--- config.mk ---
export PLATFORM = sky130hd
export DESIGN_NAME = ep_tx_pktbuf
export DESIGN_NICKNAME = d
export VERILOG_FILES = /design/src/rtl/ep_tx_pkg.sv /design/src/rtl/ep_tx_ring_ptr.sv /design/src/rtl/ep_tx_lenq.sv /design/src/rtl/ep_tx_pktbuf.sv
export SDC_FILE = /design/constraint.sdc
export NUM_CORES = 1
export LEC_CHECK = 0
export ABC_AREA = 1
export BUFFER_PORTS_ARGS = -buffer_cell sky130_fd_sc_hd__buf_2
export CAP_MARGIN = 20
export CORE_ASPECT_RATIO = 0.8
export CORE_UTILIZATION = 50
export CTS_BUF_LIST = sky130_fd_sc_hd__clkbuf_4
export CTS_CLUSTER_SIZE = 14
export DETAILED_ROUTE_END_ITERATION = 12
export GPL_TIMING_DRIVEN = 1
export PLACE_DENSITY = 0.7
export SLEW_MARGIN = 20
export SYNTH_ARGS = -nofsm -noshare
export SYNTH_HDL_FRONTEND = slang
export SYNTH_HIERARCHICAL = 1
export SYNTH_SLANG_ARGS = --single-unit
--- constraint.sdc ---
create_clock -name clk -period 11.03 [get_ports clk]
set_clock_uncertainty 0.05 [all_clocks]
set_input_delay 2.206 -clock clk [delete_from_list [all_inputs] [get_ports clk]]
set_output_delay 2.206 -clock clk [all_outputs]
set_load 0.01 [all_outputs]
--- src/rtl/ep_tx_pkg.sv ---
package ep_tx_pkg;
   // Outcome of one CPU byte write.
   typedef enum logic [1:0] {
      WR_IDLE  = 2'd0,
      WR_STORE = 2'd1,
      WR_DROP  = 2'd2
   } wr_verdict_e;
endpackage

--- src/rtl/ep_tx_ring_ptr.sv ---
// Offset pointer inside a region of programmable size; wraps to zero.
module ep_tx_ring_ptr #(
   parameter int OFF_W = 11
) (
   input  logic             clk,
   input  logic             rst_n,
   input  logic             clr,
   input  logic             inc,
   input  logic             load,
   input  logic [OFF_W-1:0] load_val,
   input  logic [OFF_W-1:0] size,
   output logic [OFF_W-1:0] off
);
   logic [OFF_W-1:0] step;

   always_comb begin
      step = off + OFF_W'(1);
      if (step == size) step = '0;
   end

   always_ff @(posedge clk or negedge rst_n) begin
      if (!rst_n)    off <= '0;
      else if (clr)  off <= '0;
      else if (load) off <= load_val;
      else if (inc)  off <= step;
   end

   p_wrap_r10: assert property (@(posedge clk) disable iff (!rst_n)
      (inc && !clr && !load && size != '0 && off == size - OFF_W'(1)) |=> (off == '0));
endmodule

--- src/rtl/ep_tx_lenq.sv ---
// Small circular queue of committed packet lengths.
module ep_tx_lenq #(
   parameter int LEN_W = 11,
   parameter int DEPTH = 2
) (
   input  logic                       clk,
   input  logic                       rst_n,
   input  logic                       clr,
   input  logic                       push,
   input  logic                       pop,
   input  logic [LEN_W-1:0]           push_len,
   output logic [LEN_W-1:0]           head,
   output logic [$clog2(DEPTH+1)-1:0] cnt
);
   localparam int IW = (DEPTH > 1) ? $clog2(DEPTH) : 1;
   localparam int CW = $clog2(DEPTH + 1);

   generate
      if (DEPTH < 2) begin : g_bad_depth
         $error("ep_tx_lenq: DEPTH must be at least 2");
      end
   endgenerate

   logic [LEN_W-1:0] slot [DEPTH];
   logic [IW-1:0]    wp, rp;

   function automatic logic [IW-1:0] nxt(input logic [IW-1:0] p);
      return (p == IW'(DEPTH - 1)) ? '0 : p + IW'(1);
   endfunction

   assign head = slot[rp];

   always_ff @(posedge clk or negedge rst_n) begin
      if (!rst_n) begin
         wp  <= '0;
         rp  <= '0;
         cnt <= '0;
         for (int i = 0; i < DEPTH; i++) slot[i] <= '0;
      end else if (clr) begin
         wp  <= '0;
         rp  <= '0;
         cnt <= '0;
      end else begin
         if (push) begin
            slot[wp] <= push_len;
            wp       <= nxt(wp);
         end
         if (pop) rp <= nxt(rp);
         if (push && !pop)      cnt <= cnt + CW'(1);
         else if (pop && !push) cnt <= cnt - CW'(1);
      end
   end

   p_cnt_bound_r4: assert property (@(posedge clk) disable iff (!rst_n)
      cnt <= CW'(DEPTH));
   p_push_pop_r11: assert property (@(posedge clk) disable iff (!rst_n)
      (push && pop && !clr) |=> (cnt == $past(cnt)));
   p_clear_r9: assert property (@(posedge clk) disable iff (!rst_n)
      clr |=> (cnt == '0));
endmodule

--- src/rtl/ep_tx_pktbuf.sv ---
module ep_tx_pktbuf
   import ep_tx_pkg::*;
#(
   parameter int ADDR_W  = 10,
   parameter int SIZE_W  = 11,
   parameter int DATA_W  = 8,
   parameter int OVF_W   = 8,
   parameter int MPS_RST = 64,
   parameter bit OVF_SAT = 1'b1
) (
   input  logic              clk,
   input  logic              rst_n,
   input  logic              cfg_dbl,
   input  logic [ADDR_W-1:0] cfg_start,
   input  logic [SIZE_W-1:0] cfg_size,
   output logic              cfg_err,
   input  logic              mps_wr,
   input  logic [SIZE_W-1:0] mps_wdata,
   output logic [SIZE_W-1:0] mps_q,
   output logic              mps_err,
   input  logic              cpu_wr,
   input  logic [DATA_W-1:0] cpu_wdata,
   input  logic              cpu_commit,
   input  logic              flush,
   output logic              full,
   output logic [OVF_W-1:0]  ovf_cnt,
   output logic              eng_avail,
   output logic [SIZE_W-1:0] eng_len,
   input  logic              eng_rd,
   input  logic              eng_ack,
   input  logic              eng_retry,
   output logic              ram_we,
   output logic [ADDR_W-1:0] ram_waddr,
   output logic [DATA_W-1:0] ram_wdata,
   output logic [ADDR_W-1:0] ram_raddr
);
   localparam int PKT_DEPTH = 2;
   localparam int CW        = $clog2(PKT_DEPTH + 1);

   generate
      if (SIZE_W < 10) begin : g_chk_size
         $error("ep_tx_pktbuf: SIZE_W must hold 1023");
      end
      if (ADDR_W > 16) begin : g_chk_addr
         $error("ep_tx_pktbuf: ADDR_W too large");
      end
      if (MPS_RST >= (1 << SIZE_W)) begin : g_chk_mps
         $error("ep_tx_pktbuf: MPS_RST does not fit SIZE_W");
      end
   endgenerate

   logic [CW-1:0]     pkt_cnt;
   logic [CW-1:0]     cap;
   logic [SIZE_W-1:0] open_len;
   logic [SIZE_W-1:0] wr_off, rd_off, base_off, next_base;
   logic [SIZE_W:0]   base_sum;
   logic              push, pop, rewind, holds;
   wr_verdict_e       verdict;

   // Capacity and flags
   assign cap       = cfg_dbl ? CW'(2) : CW'(1);
   assign full      = (pkt_cnt == cap);
   assign eng_avail = (pkt_cnt != '0);
   assign holds     = eng_avail || (open_len != '0);

   // Byte write decision
   always_comb begin
      verdict = WR_IDLE;
      if (cpu_wr) begin
         if (full || open_len >= mps_q) verdict = WR_DROP;
         else                           verdict = WR_STORE;
      end
   end

   assign ram_we    = (verdict == WR_STORE) && !flush;
   assign ram_wdata = cpu_wdata;
   assign ram_waddr = cfg_start + ADDR_W'(wr_off);
   assign ram_raddr = cfg_start + ADDR_W'(rd_off);

   assign push   = cpu_commit && !full && !flush;
   assign pop    = eng_ack && eng_avail && !flush;
   assign rewind = eng_retry && eng_avail && !flush;

   // Start of the packet after the oldest one
   always_comb begin
      base_sum = {1'b0, base_off} + {1'b0, eng_len};
      if (base_sum >= {1'b0, cfg_size}) base_sum = base_sum - {1'b0, cfg_size};
      next_base = base_sum[SIZE_W-1:0];
   end

   // Configuration check
   assign cfg_err = ({1'b0, mps_q} > {1'b0, cfg_size}) ||
                    (cfg_dbl && ({mps_q, 1'b0} > {1'b0, cfg_size}));

   ep_tx_lenq #(.LEN_W(SIZE_W), .DEPTH(PKT_DEPTH)) u_lenq (
      .clk      (clk),
      .rst_n    (rst_n),
      .clr      (flush),
      .push     (push),
      .pop      (pop),
      .push_len (open_len + ((verdict == WR_STORE) ? SIZE_W'(1) : SIZE_W'(0))),
      .head     (eng_len),
      .cnt      (pkt_cnt)
   );

   ep_tx_ring_ptr #(.OFF_W(SIZE_W)) u_wr_ptr (
      .clk      (clk),
      .rst_n    (rst_n),
      .clr      (flush),
      .inc      (verdict == WR_STORE),
      .load     (1'b0),
      .load_val ('0),
      .size     (cfg_size),
      .off      (wr_off)
   );

   ep_tx_ring_ptr #(.OFF_W(SIZE_W)) u_rd_ptr (
      .clk      (clk),
      .rst_n    (rst_n),
      .clr      (flush),
      .inc      (eng_rd && eng_avail),
      .load     (pop || rewind),
      .load_val (pop ? next_base : base_off),
      .size     (cfg_size),
      .off      (rd_off)
   );

   ep_tx_ring_ptr #(.OFF_W(SIZE_W)) u_base_ptr (
      .clk      (clk),
      .rst_n    (rst_n),
      .clr      (flush),
      .inc      (1'b0),
      .load     (pop),
      .load_val (next_base),
      .size     (cfg_size),
      .off      (base_off)
   );

   // Open packet length
   always_ff @(posedge clk or negedge rst_n) begin
      if (!rst_n)                    open_len <= '0;
      else if (flush || push)        open_len <= '0;
      else if (verdict == WR_STORE)  open_len <= open_len + SIZE_W'(1);
   end

   // Maximum packet size register with refusal while data is held
   always_ff @(posedge clk or negedge rst_n) begin
      if (!rst_n) begin
         mps_q   <= SIZE_W'(MPS_RST);
         mps_err <= 1'b0;
      end else if (mps_wr) begin
         if (holds) mps_err <= 1'b1;
         else       mps_q   <= mps_wdata;
      end
   end

   // Dropped-write counter: saturating or wrapping
   generate
      if (OVF_SAT) begin : g_ovf_sat
         always_ff @(posedge clk or negedge rst_n) begin
            if (!rst_n) ovf_cnt <= '0;
            else if (verdict == WR_DROP && !flush && ovf_cnt != '1)
               ovf_cnt <= ovf_cnt + OVF_W'(1);
         end
      end else begin : g_ovf_wrap
         always_ff @(posedge clk or negedge rst_n) begin
            if (!rst_n) ovf_cnt <= '0;
            else if (verdict == WR_DROP && !flush)
               ovf_cnt <= ovf_cnt + OVF_W'(1);
         end
      end
   endgenerate

   p_full_no_store_r3: assert property (@(posedge clk) disable iff (!rst_n)
      full |-> !ram_we);
   p_ovf_step_r3: assert property (@(posedge clk) disable iff (!rst_n)
      (cpu_wr && full && !flush && ovf_cnt != '1) |=> (ovf_cnt == $past(ovf_cnt) + OVF_W'(1)));
   p_len_cap_r5: assert property (@(posedge clk) disable iff (!rst_n)
      ram_we |-> (open_len < mps_q));
   p_mps_hold_r7: assert property (@(posedge clk) disable iff (!rst_n)
      (mps_wr && eng_avail) |=> ($stable(mps_q) && mps_err));
   p_retry_r8: assert property (@(posedge clk) disable iff (!rst_n)
      (eng_retry && !eng_ack && eng_avail && !flush) |=> (rd_off == $past(base_off)));
   p_flush_r9: assert property (@(posedge clk) disable iff (!rst_n)
      flush |=> (!eng_avail && wr_off == '0 && rd_off == '0));
endmodule

# ---- After elaboration in Yosys (flattened, before gate mapping)
# Index checks and enable logic that the tools add are counted.
# Widths: inputs -> output; s select.
dict set report word_totals {
  ff_bits 90
  input_bits 50
  output_inout_bits 63
  wordCells 107
}
dict set report classes {
  n_addsub 13
  order_cmp 7
  eq_ne 6
  n_mux 31
  bitwise 4
  reduce_logical 34
}
# cell count
set op_table {}
lappend op_table {{$mux 11} 16}
lappend op_table {{$add 11x1->11 const B} 3}
lappend op_table {{$bwmux 22} 1}
lappend op_table {{$eq 11x11->1} 2}
lappend op_table {{$add 10x10->10} 2}
lappend op_table {{$logic_and 1x1->1} 14}
lappend op_table {{$add 11x11->12} 1}
lappend op_table {{$ge 12x11->1} 1}
lappend op_table {{$gt 12x11->1} 1}
lappend op_table {{$mux 2} 6}
lappend op_table {{$add 11x1->11} 1}
lappend op_table {{$demux 11 s1} 1}
lappend op_table {{$ge 11x11->1} 1}
lappend op_table {{$gt 11x11->1} 1}
lappend op_table {{$reduce_bool 11->1} 1}
lappend op_table {{$sub 11x11->11} 1}
lappend op_table {{$reduce_bool 2->1} 5}
lappend op_table {{$add 8x1->8 const B} 1}
lappend op_table {{$ne 8x8->1 const B} 1}
lappend op_table {{$mux 1} 7}
lappend op_table {{$reduce_and 2->1} 3}
lappend op_table {{$reduce_bool 3->1} 2}
lappend op_table {{$logic_or 1x1->1} 5}
lappend op_table {{$ge 2x2->1 const B} 2}
lappend op_table {{10 further kinds} 16}

# ---- Longest topological paths before layout
dict set report logic_depth {
  depth_word 10
  depth_mapped 27
  ltp_nobuf 26
}

# ---- Modules after synthesis
# The synthesis kept the hierarchy.
# mod instances cells_each area_each_um2
set by_module_without_submodules {}
lappend by_module_without_submodules {ep_tx_pktbuf 1 800 5158.7}
lappend by_module_without_submodules {ep_tx_ring_ptr 3 202 1239.9}
lappend by_module_without_submodules {ep_tx_lenq 1 124 1249.9}

# ---- Least setup slack after synthesis
# No wires, ideal clock.
dict set report synth_path {
  path_kind {input-to-output}
  from {input port cfg_start[0]}
  to {output port ram_raddr[8]}
  t_arrival_ns 3.590
  path_slack_ns 5.184
  cell_stages 7
  n_path_buf 0
  path_cell_list {ha_1 > inv_1 > fa_1 > o21ai_0 > nand4_1 > o211ai_1 > xor2_1}
}
dict set report synth_via {
  elab_chain_cells 1
}
# element line
set synth_lines {}
lappend synth_lines {{start: declaration} ep_tx_pktbuf.sv:14} ;# input logic [ADDR_W-1:0] cfg_start,
lappend synth_lines {{$add 10x10->10} ep_tx_pktbuf.sv:78} ;# assign ram_raddr = cfg_start + ADDR_W'(rd_off);
lappend synth_lines {{end: declaration} ep_tx_pktbuf.sv:35} ;# output logic [ADDR_W-1:0] ram_raddr
# Every way passes these cells.

# ---- Final worst setup path
dict set report layout_path {
  from {input port cfg_start[0]}
  to {output port ram_raddr[6]}
}
# The elaborated chain is that of the path after synthesis.

==> qor.yml <==
outcome: "finished, final reports clean"
finalCritPeriodShare_pct: 57.1
p_switching_mw: 0.488
drcViolationCount: 0
p_sw_share_pct: 45.0
rows: 46
powerDensity_mw_per_mm2: 100
grt_max_degree: 64
port_buffers: 96
path_buf_inv: 3
viasPerCell: 5.32
rsz0062_at_grt: "no"
hold_buffers: 0
yosys-mux-area-fraction_pct: 1.22
worst-path-max-fanout: 3
min_period_ns: 6.29
critPathRequiredTime_ns: 8.77
slew_violations: 0
synth.yosys.seq_area_share_pct: 22.2
setup_viol: 0
clkTransAtPathRegs_ns: 0.18
worstPathArrival_ns: 4.04
antenna_found_initial: 1
cts_resized: 0
grt_use_total_pct: 26.8
wl_per_cell_um: 14.9
via_count: 9990
gp_congestion: 0.923
nFillCells: 2034
netlist_area_mm2: 0.0101
cts_made_buffers: 9
synth_xor_xnor_area_share_pct: 5.53
cts_setup_buffers: 0
start_util_pct: 51.0
clk_latency_ns: 0.51
placed_cell_area_mm2: 0.0106
die_h_um: 129
mostFrequentLayoutCells: "555 x nand2_1, 197 x inv_1, 142 x nand3_1"
die-area_mm2: 0.0208
hold_viol: 0
drtAntennaViolNets: 0
fmax_ghz: 0.159
core_mm2: 0.0199
comb_power_share_pct: 41.9
routed_wirelength_um: 27900
synth_top_family_by_area: "simple AND/OR/NAND/NOR gates"
hpwl_um: 21700
drt_first_pass_iters: 5
start_kind: "primary input"
io_pins: 113
cap_viol_max_count: 0
intPower_mw: 0.597
ys_seq_elements: 90
nNetsFinal: 1741
grt_pass1_vias: 8741
grt_pass1_wl_um: 44500
synth_cells: 1530
cp_cell_sequence: "buf_2 > ha_1 > inv_1 > fa_1 > o21ai_0 > a21oi_1 > nor2_1 > nor2_1 > xnor2_1 > buf_2"
overflow: 0
synthSimpleGateAreaFrac_pct: 39.5
synth_compound_area_share_pct: 9.54
hold_class: "reg2reg"
tns_ns: 0
relSlewSlack_pct: 38.6
cpPeakStageDelay_ns: 0.40
yosys_warnings: 6
peakVddDrop_uv: 93.1
max-clock-path-buffers: 2
synth.area.top_cells: "dfrtp_1 22%, nand2_1 21%, ha_1 9.9%"
cts-htree-levels: 3
syn_avg_cell_area_um2: 6.62
cellLeakagePower_nw: 5.95
tightest_slew_ns: 0.918
die_w_um: 161
end_kind: "output pin"
syn_to_final_growth_pct: 6.72
ys_types: 43
synth-adder-area-share_pct: 10.7
drive_gt1_share_pct: 15.0
crit_family: "adder cells"
cts-root-buf: "clkbuf_4"
fin_area_mm2: 0.0108
cts_tree: "built"
worst-setup-path-type: "in2out"
timing.critical_path.slowest_stage_cell: "fa_1"
cts_sinks: 90
pwr-share-seq_pct: 39.5
synth_top_cell_by_area: "dfrtp_1"
layout_commonest_cell: "nand2_1"
drt_iter0_drc: 872
synth_top_area_share_pct: 22.0
p_clk_share_pct: 18.6
==> kinds of logic (layout without fill, tap and decap cells) <==
family / after synthesis / count (layout)
flip-flops: 90 / 90
AO/OA/AOI/OAI: 133 / 133
AND/OR/NAND/NOR: 897 / 897
XOR/XNOR: 64 / 64
adder cells (fa/ha/maj): 84 / 84
multiplexers: 11 / 11
other: 1 / 19
buffers and inverters: 250 / 315
==> registers in the layout (all words and copies together) (netlist names) <==
signal and flops:
mps_err 1, mps_q 11, open_len 11, ovf_cnt 8
u_base_ptr/off 11, u_lenq/cnt 2, u_lenq/rp 1, u_lenq/slot 22
u_lenq/wp 1, u_rd_ptr/off 11, u_wr_ptr/off 11
==> per-stage QoR <==
| step | instances | util [%] | total power, mW | hold WS (ns) | setup WS, ns |
|---|---|---|---|---|---|
| 4_1_cts | 1876 | 54.4 | 1.09 | 0.449 | 4.79 |
| 6_report | 1877 | 54.4 | 1.09 | 0.441 | 4.74 |
| 2_1_floorplan | 1547 | - | 0.743 | 0.399 | 5.18 |
| 5_1_grt | 1877 | 54.4 | 1.17 | 0.463 | 4.62 |
| 3_5_place_dp | 1860 | 53.6 | 0.885 | 0.407 | 4.80 |
| 3_3_place_gp | 1860 | 53.6 | 0.872 | 0.385 | 4.92 |
==> synthesized netlist by cell type, drive strengths merged <==
master	instances
xnor2	30
buf	38
nor3	10
nor2	94
or2	1
nand3	156
nor4	2
a21oi	38
o211ai	2
conb	1
dfrtp	89
dfstp	1
o21bai	39
nor3b	1
o2111ai	2
nand4	33
and2	12
o21ai	48
nor2b	1
nand3b	15
mux2	11
clkbuf	13
fa	4
inv	199
nand2	572
ha	80
o21a	1
a21o	3
xor2	34
==> path summary, 6_finish.rpt <==
| kind | from | endpoint | slack (ns) | cells past startpoint |
|---|---|---|---|---|
| max | cfg_start[0] | ram_raddr[6] | 4.74 | 10 |
| min | mps_err | mps_err | 0.44 | 1 |
| max reg2reg | u_lenq/rp | u_rd_ptr/off[8] | 6.35 | 23 |
| min reg2reg | mps_err | mps_err | 0.44 | 1 |
| max in group asynchronous | rst_n | u_wr_ptr/off[10] | 8.22 | 2 |
| min in group asynchronous | rst_n | ovf_cnt[3] | 1.52 | 1 |
==> power by group through the flow <==
stage	logic (mW)	clock network, mW	registers [mW]
floorplan	0.320	0	0.424
global route	0.517	0.219	0.435
CTS	0.452	0.208	0.428
finish	0.455	0.201	0.429
global placement	0.438	0	0.434
detailed placement	0.450	0	0.434
==> final cells by class <==
cell class | count | area [um2] | area share [%]
sequential | 90 | 2250 | 20.8
inverter | 199 | 747 | 6.91
antenna | 1 | 2.50 | 0.0232
clock inverter | 7 | 80.1 | 0.741
timing repair buffer | 100 | 513 | 4.75
multi-input combinational | 1207 | 6820 | 63.1
clock buffer | 9 | 67.6 | 0.625
tap | 264 | 330 | 3.06
==> per-layer routing <==
metal	track usage, %	wire (um)	vias up
met3	3.68	1810	15
met1	40.7	14000	4659
met2	40.9	11900	303
met4	4.05	177	0
met5	0	0	-
li1	-	-	5013
(Power assumes the default switching activity.)
